## src/rtl/dma_steal_pkg.sv

```systemverilog
package dma_steal_pkg;

    typedef enum logic [2:0] {
        ST_IDLE = 3'd0,
        ST_WAIT = 3'd1,
        ST_REQ  = 3'd2,
        ST_XFER = 3'd3,
        ST_PUSH = 3'd4
    } dma_state_e;

    localparam logic [1:0] REG_CTL  = 2'd0;
    localparam logic [1:0] REG_DEV  = 2'd1;
    localparam logic [1:0] REG_ADDR = 2'd2;
    localparam logic [1:0] REG_CNT  = 2'd3;

    localparam int CTL_GO   = 0;
    localparam int CTL_DIR  = 1;
    localparam int CTL_ACK  = 2;

    localparam int STS_BUSY = 0;
    localparam int STS_IRQ  = 1;
    localparam int STS_DIR  = 2;

endpackage

```

## src/rtl/dma_steal_regs.sv

```systemverilog
module dma_steal_regs
    import dma_steal_pkg::*;
#(
    parameter int DW  = 32,
    parameter int AW  = 16,
    parameter int CW  = 16,
    parameter int IDW = 4
) (
    input  logic           clk,
    input  logic           rst_n,
    input  logic           cfg_we,
    input  logic [1:0]     cfg_addr,
    input  logic [DW-1:0]  cfg_wdata,
    output logic [DW-1:0]  cfg_rdata,
    input  logic           busy,
    input  logic           done,
    input  logic [AW-1:0]  cur_addr,
    input  logic [CW-1:0]  cur_cnt,
    output logic           start,
    output logic           ld_addr,
    output logic           ld_cnt,
    output logic           dir,
    output logic [IDW-1:0] dev_id,
    output logic           irq
);

    typedef struct packed {
        logic           dir;
        logic [IDW-1:0] dev;
        logic           irq;
    } regs_t;

    regs_t r_q, r_d;
    logic  wr_ctl, clr;
    wire   unused_wdata = ^cfg_wdata;

    always_comb begin
        r_d     = r_q;
        wr_ctl  = cfg_we && (cfg_addr == REG_CTL);
        start   = wr_ctl && cfg_wdata[CTL_GO] && !busy;
        clr     = wr_ctl && cfg_wdata[CTL_ACK];
        ld_addr = cfg_we && (cfg_addr == REG_ADDR) && !busy;
        ld_cnt  = cfg_we && (cfg_addr == REG_CNT) && !busy;
        if (wr_ctl && !busy) begin
            r_d.dir = cfg_wdata[CTL_DIR];
        end
        if (cfg_we && (cfg_addr == REG_DEV) && !busy) begin
            r_d.dev = cfg_wdata[IDW-1:0];
        end
        if (clr) begin
            r_d.irq = 1'b0;
        end
        if (done) begin
            r_d.irq = 1'b1;
        end
        cfg_rdata = '0;
        case (cfg_addr)
            REG_CTL: begin
                cfg_rdata[STS_BUSY] = busy;
                cfg_rdata[STS_IRQ]  = r_q.irq;
                cfg_rdata[STS_DIR]  = r_q.dir;
            end
            REG_DEV:  cfg_rdata[IDW-1:0] = r_q.dev;
            REG_ADDR: cfg_rdata[AW-1:0]  = cur_addr;
            default:  cfg_rdata[CW-1:0]  = cur_cnt;
        endcase
    end

    always_ff @(posedge clk) begin
        if (!rst_n) begin
            r_q <= '0;
        end else begin
            r_q <= r_d;
        end
    end

    assign dir    = r_q.dir;
    assign dev_id = r_q.dev;
    assign irq    = r_q.irq;


    irq_hold_chk: assert property (@(posedge clk) disable iff (!rst_n)
        $fell(irq) |-> $past(clr));


    irq_set_wins_chk: assert property (@(posedge clk) disable iff (!rst_n)
        (done && clr) |=> irq);


    dir_locked_chk: assert property (@(posedge clk) disable iff (!rst_n)
        (busy && wr_ctl) |=> $stable(dir));

endmodule

```

## src/rtl/dma_steal_engine.sv

```systemverilog
module dma_steal_engine
    import dma_steal_pkg::*;
#(
    parameter int DW = 32,
    parameter int AW = 16,
    parameter int CW = 16
) (
    input  logic          clk,
    input  logic          rst_n,
    input  logic          dir,
    input  logic          start,
    input  logic          ld_addr,
    input  logic          ld_cnt,
    input  logic [DW-1:0] wdata,
    input  logic          bus_gnt,
    input  logic          mem_ready,
    input  logic [DW-1:0] mem_rdata,
    input  logic          dev_rx_valid,
    input  logic [DW-1:0] dev_rx_data,
    input  logic          dev_tx_ready,
    output logic          busy,
    output logic          done,
    output logic          bus_req,
    output logic          mem_valid,
    output logic          mem_we,
    output logic [AW-1:0] mem_addr,
    output logic [DW-1:0] mem_wdata,
    output logic          dev_rx_ready,
    output logic          dev_tx_valid,
    output logic [DW-1:0] dev_tx_data,
    output logic [AW-1:0] cur_addr,
    output logic [CW-1:0] cur_cnt
);

    localparam logic [CW-1:0] CNT_ONE = CW'(1);

    typedef struct packed {
        dma_state_e    st;
        logic [AW-1:0] addr;
        logic [CW-1:0] cnt;
        logic [DW-1:0] hold;
    } eng_t;

    eng_t r_q, r_d;
    wire  unused_wdata = ^wdata;

    always_comb begin
        r_d          = r_q;
        done         = 1'b0;
        bus_req      = 1'b0;
        mem_valid    = 1'b0;
        dev_rx_ready = 1'b0;
        dev_tx_valid = 1'b0;
        case (r_q.st)
            ST_IDLE: begin
                if (ld_addr) r_d.addr = wdata[AW-1:0];
                if (ld_cnt)  r_d.cnt  = wdata[CW-1:0];
                if (start) begin
                    if (r_q.cnt == '0) begin
                        done = 1'b1;
                    end else begin
                        r_d.st = ST_WAIT;
                    end
                end
            end
            ST_WAIT: begin
                if (!dir) begin
                    dev_rx_ready = 1'b1;
                    if (dev_rx_valid) begin
                        r_d.hold = dev_rx_data;
                        r_d.st   = ST_REQ;
                    end
                end else if (dev_tx_ready) begin
                    r_d.st = ST_REQ;
                end
            end
            ST_REQ: begin
                bus_req = 1'b1;
                if (bus_gnt) r_d.st = ST_XFER;
            end
            ST_XFER: begin
                bus_req   = 1'b1;
                mem_valid = 1'b1;
                if (mem_ready) begin
                    r_d.addr = r_q.addr + 1'b1;
                    r_d.cnt  = r_q.cnt - 1'b1;
                    if (dir) begin
                        r_d.hold = mem_rdata;
                        r_d.st   = ST_PUSH;
                    end else if (r_q.cnt == CNT_ONE) begin
                        done   = 1'b1;
                        r_d.st = ST_IDLE;
                    end else begin
                        r_d.st = ST_WAIT;
                    end
                end
            end
            ST_PUSH: begin
                dev_tx_valid = 1'b1;
                if (dev_tx_ready) begin
                    if (r_q.cnt == '0) begin
                        done   = 1'b1;
                        r_d.st = ST_IDLE;
                    end else begin
                        r_d.st = ST_WAIT;
                    end
                end
            end
            default: r_d.st = ST_IDLE;
        endcase
    end

    always_ff @(posedge clk) begin
        if (!rst_n) begin
            r_q <= '0;
        end else begin
            r_q <= r_d;
        end
    end

    assign busy        = (r_q.st != ST_IDLE);
    assign mem_we      = !dir;
    assign mem_addr    = r_q.addr;
    assign mem_wdata   = r_q.hold;
    assign dev_tx_data = r_q.hold;
    assign cur_addr    = r_q.addr;
    assign cur_cnt     = r_q.cnt;


    grant_first_chk: assert property (@(posedge clk) disable iff (!rst_n)
        $rose(mem_valid) |-> $past(bus_gnt));


    release_chk: assert property (@(posedge clk) disable iff (!rst_n)
        (mem_valid && mem_ready) |=> !bus_req);


    step_chk: assert property (@(posedge clk) disable iff (!rst_n)
        (mem_valid && mem_ready) |=>
            (r_q.cnt == $past(r_q.cnt) - 1'b1) && (r_q.addr == $past(r_q.addr) + 1'b1));


    zero_len_chk: assert property (@(posedge clk) disable iff (!rst_n)
        (start && !busy && r_q.cnt == '0) |=> (!busy && !bus_req));

endmodule

```

## src/rtl/dma_steal_top.sv

```systemverilog
module dma_steal_top
    import dma_steal_pkg::*;
#(
    parameter int DW  = 32,
    parameter int AW  = 16,
    parameter int CW  = 16,
    parameter int IDW = 4
) (
    input  logic           clk,
    input  logic           rst_n,
    input  logic           cfg_we,
    input  logic [1:0]     cfg_addr,
    input  logic [DW-1:0]  cfg_wdata,
    output logic [DW-1:0]  cfg_rdata,
    output logic [IDW-1:0] dev_id,
    output logic           irq,
    output logic           bus_req,
    input  logic           bus_gnt,
    output logic           mem_valid,
    input  logic           mem_ready,
    output logic           mem_we,
    output logic [AW-1:0]  mem_addr,
    output logic [DW-1:0]  mem_wdata,
    input  logic [DW-1:0]  mem_rdata,
    input  logic           dev_rx_valid,
    output logic           dev_rx_ready,
    input  logic [DW-1:0]  dev_rx_data,
    output logic           dev_tx_valid,
    input  logic           dev_tx_ready,
    output logic [DW-1:0]  dev_tx_data
);

    logic          busy, done, start, ld_addr, ld_cnt, dir;
    logic [AW-1:0] cur_addr;
    logic [CW-1:0] cur_cnt;

    dma_steal_regs #(.DW(DW), .AW(AW), .CW(CW), .IDW(IDW)) u_regs (
        .clk       (clk),
        .rst_n     (rst_n),
        .cfg_we    (cfg_we),
        .cfg_addr  (cfg_addr),
        .cfg_wdata (cfg_wdata),
        .cfg_rdata (cfg_rdata),
        .busy      (busy),
        .done      (done),
        .cur_addr  (cur_addr),
        .cur_cnt   (cur_cnt),
        .start     (start),
        .ld_addr   (ld_addr),
        .ld_cnt    (ld_cnt),
        .dir       (dir),
        .dev_id    (dev_id),
        .irq       (irq)
    );

    dma_steal_engine #(.DW(DW), .AW(AW), .CW(CW)) u_engine (
        .clk          (clk),
        .rst_n        (rst_n),
        .dir          (dir),
        .start        (start),
        .ld_addr      (ld_addr),
        .ld_cnt       (ld_cnt),
        .wdata        (cfg_wdata),
        .bus_gnt      (bus_gnt),
        .mem_ready    (mem_ready),
        .mem_rdata    (mem_rdata),
        .dev_rx_valid (dev_rx_valid),
        .dev_rx_data  (dev_rx_data),
        .dev_tx_ready (dev_tx_ready),
        .busy         (busy),
        .done         (done),
        .bus_req      (bus_req),
        .mem_valid    (mem_valid),
        .mem_we       (mem_we),
        .mem_addr     (mem_addr),
        .mem_wdata    (mem_wdata),
        .dev_rx_ready (dev_rx_ready),
        .dev_tx_valid (dev_tx_valid),
        .dev_tx_data  (dev_tx_data),
        .cur_addr     (cur_addr),
        .cur_cnt      (cur_cnt)
    );

endmodule

```

## config.mk

```make
export PLATFORM = sky130hd
export DESIGN_NAME = dma_steal_top
export DESIGN_NICKNAME = d
export VERILOG_FILES = /design/src/rtl/dma_steal_pkg.sv /design/src/rtl/dma_steal_regs.sv /design/src/rtl/dma_steal_engine.sv /design/src/rtl/dma_steal_top.sv
export SDC_FILE = /design/constraint.sdc
export NUM_CORES = 1
export LEC_CHECK = 0
export ABC_CLOCK_PERIOD_IN_PS = 1800
export CORE_MARGIN = 1
export CORE_UTILIZATION = 38
export DETAILED_ROUTE_END_ITERATION = 10
export GPL_ROUTABILITY_DRIVEN = 1
export HOLD_SLACK_MARGIN = 0.15
export PLACE_DENSITY = 0.75
export SLEW_MARGIN = 40
export SYNTH_ARGS = -nofsm -noshare
export SYNTH_HDL_FRONTEND = slang
export SYNTH_SLANG_ARGS = --single-unit
```

## constraint.sdc

```tcl
create_clock -name clk -period 1.8 [get_ports clk]
set_input_delay 0.45 -clock clk [delete_from_list [all_inputs] [get_ports clk]]
set_output_delay 0.45 -clock clk [all_outputs]
set_load 0.01 [all_outputs]
```

==> impl_metrics.ini <==
[run_status]
outcome = complete, but fails checks
violations = setup timing

[final_layout]
syn_to_final_growth_pct = 55.91
diodes = 0
fill_cells = 1099
fin_nets = 944
layout_common_cells = 158 x clkdlybuf4s50_1, 105 x nand2_1, 91 x buf_4
final_cells = 1013
fin_area_mm2 = 0.007725
mostFrequentLayoutCell = clkdlybuf4s50_1
drive_above_1_share = 0.2319

[min_path]
min_path_type = reg2reg
hp-start = u_engine.cur_addr[15]$_SDFFE_PN0P_

[sta]
period_share = 1.186
fin_skew_ps = 6.382
rsz0062_at_grt = true
setup_viol = 5
hold_viol = 0
finalCriticalPeriod_ps = 2135
timing.hold.ws_ps = 498.7
timing.fmax_mhz = 468.3
slew_violations = 0
setup_ws_ps = -335.3

[floorplanning]
die_area_mm2 = 0.01350
rows = 41
core-area_mm2 = 0.01267
io_pins = 227
start_util = 0.3910
fp.dieH_um = 116.2
die_w_um = 116.2

[setup_path]
startpoint_type = flip-flop
crit_path_start = u_engine.r_q[65]$_SDFFE_PN0P_
crit_required_ps = 1350
path_max_fanout = 2
r2r_start = u_engine.r_q[65]$_SDFFE_PN0P_
cp-end-kind = output port
crit_type = reg2out
cp_cell_sequence = or3_4 > mux4_2 > buf_6
max_stage_delay_ps = 490
cp.arrival_ps = 1690
cp_slowest_cell = mux4_2
cp.buffers_inverters = 1
crit_family = multiplexers

[pwr]
p_total_mw = 6.404
ir_drop_v = 0.0006034
p_sw_mw = 2.141
seq_power_share = 0.307
internal_power_mw = 4.263
p_per_area_mw_per_mm2 = 829.0
p_comb_frac = 0.425
switching_share = 0.3343
leakagePower_nw = 3.159
power_frac_clock = 0.268

[synthesis]
synth-edff-count = 0
ys_ff_latch = 73
synthFlopType = dfxtp_1
syn_area_mm2 = 0.004955
ys_top_cells_by_area = dfxtp_1 29%, buf_4 15%, nand2_1 8.1%, a311oi_1 5.8%, nor2_1 5.2%
yosys.area.top_type_share = 0.2949
yosys.area.top_type = dfxtp_1
postSynth.asyncResetShare = 0
avgSynthCellArea_um2 = 7.694
netlist-cell-type-count = 61
synth_warnings = 0
ys_seq_area_frac = 0.2949
syn_inst = 644

[clocking]
clkSlewWorstSetupHoldPaths_ps = 60
cts_sinks = 73
postCtsHoldBufs = 0
cts_buffers = 9
cts_buffer_depth = 2
cts_tree = built
clock_latency_ps = 350
htree_levels = 3
clockRootBuffer = clkbuf_16

[global_routing]
grt_pass1_vias = 5137
antenna_found_initial = 0
grt-ovfl-total = 0
grt_start_max_net_pins = 63
grt_pass1_wl_um = 26480
track_usage = 0.2558

[place]
io_buffers = 194
placed_cells = 972
dpl-instance-area_mm2 = 0.006903
gp_congestion = 0.9368
dp_hpwl_um = 12620

[route]
drt_pass1_iterations = 6
first_iter_violations = 414
ant_nets = 0
viasPerCell = 5.405
totalWireLength_um = 18780
vias = 5475
routedWlPerCell_um = 18.54
drcViolationCount = 0

[job]
maxCapViolCount = 0
-- through the flow --
step,worst slack (ps),util,TNS [ps]
after floorplan,-6.451,-,-6.451
after global placement,-832.4,0.5448,-45590
after detailed placement,-868.7,0.5448,-47640
after CTS,-338.3,0.5780,-392.5
after global routing,-353.7,0.6097,-1620
final,-335.3,0.6097,-368.9
-- power groups by stage --
stage                     Clock (mW)  Sequential, mW  Combinational [mW]
after floorplan                    0            1.95                1.39
after global placement             0            1.97                2.31
after detailed placement           0            1.98                2.34
after CTS                       1.75            1.96                2.40
after global routing            1.82            1.98                2.91
final                           1.71            1.97                2.72
-- state kept, by name (all words and copies together) (netlist names) --
register and count:
u_regs.dev_id 4, u_engine.dev_tx_data 32, u_engine.cur_cnt 16, u_regs.irq 1, u_engine.r_q 3, u_engine.cur_addr 16
u_regs.dir 1
-- area by class of cell --
| class | count | area, um2 | area share |
|---|---|---|---|
| Clock inverter | 3 | 15.01 | 0.001944 |
| Clock buffer | 13 | 260.3 | 0.03369 |
| Timing Repair Buffer | 303 | 2925 | 0.3787 |
| Multi-Input combinational cell | 441 | 2783 | 0.3602 |
| Sequential cell | 73 | 1490 | 0.1929 |
| Tap cell | 172 | 215.2 | 0.02786 |
| Inverter | 8 | 36.28 | 0.004697 |
-- metal layers --
| layer | up-vias | track usage | share of wire |
|---|---|---|---|
| met1 | 2543 | 0.2924 | 0.38 |
| met2 | 317 | 0.4540 | 0.50 |
| li1 | 2560 | - | - |
| met4 | 0 | 0.1222 | 0.029 |
| met5 | - | 0 | 0 |
| met3 | 55 | 0.05397 | 0.089 |
-- Yosys cell counts (3+ instances only) --
cell type and n:
dfxtp_1 73, a311oi_1 33, o31a_1 3, nor3b_1 4
nand2_1 107, nor4_1 4, a22oi_1 4, clkbuf_1 20
ha_1 3, buf_6 5, a32o_1 7, buf_2 11
nor2_1 68, a221oi_1 4, nor2b_1 15, mux4_2 3
o21ai_0 34, and3_1 5, nor3_1 13, o22ai_1 3
o31ai_1 5, and2_1 8, a21oi_1 29, buf_4 100
a31oi_1 4, nand3_1 10, inv_1 6, mux2i_1 19
-- worst min-delay path, stage by stage (launching register included) --
cell and delay (ps):
dfxtp_1 330, nand2_1 60, o22ai_1 60
-- kinds of logic after synthesis --
| group | after synthesis | share of synthesized area |
|---|---|---|
| buffers and inverters | 145 | 0.1960 |
| xor gates and xnor gates | 1 | 0.001768 |
| muxes | 23 | 0.05429 |
| and+or+nand+nor | 251 | 0.2364 |
| DFF | 73 | 0.2949 |
| other | 1 | 0.0007568 |
| AOI/OAI and AO/OA | 147 | 0.2083 |
| adders and majority gates | 3 | 0.007577 |
-- repair_timing --
action,CTS,global route
pin swaps,2,11
endpoints found under the setup margin,70,79
gates cloned,2,5
resized for setup,99,54
setup buffers,2,17
-- worst paths after layout --
| kind | slack, ps | endpoint | cells after the start |
|---|---|---|---|
| hold reg to reg | 500 | u_engine.cur_addr[15]$_SDFFE_PN0P_ | 2 |
| hold / removal | 500 | u_engine.cur_addr[15]$_SDFFE_PN0P_ | 2 |
| setup reg to reg | -20 | u_engine.dev_tx_data[19]$_SDFFE_PN0P_ | 9 |
| setup / recovery | -340 | cfg_rdata[0] | 3 |
Power figures use the tool's default switching activity.
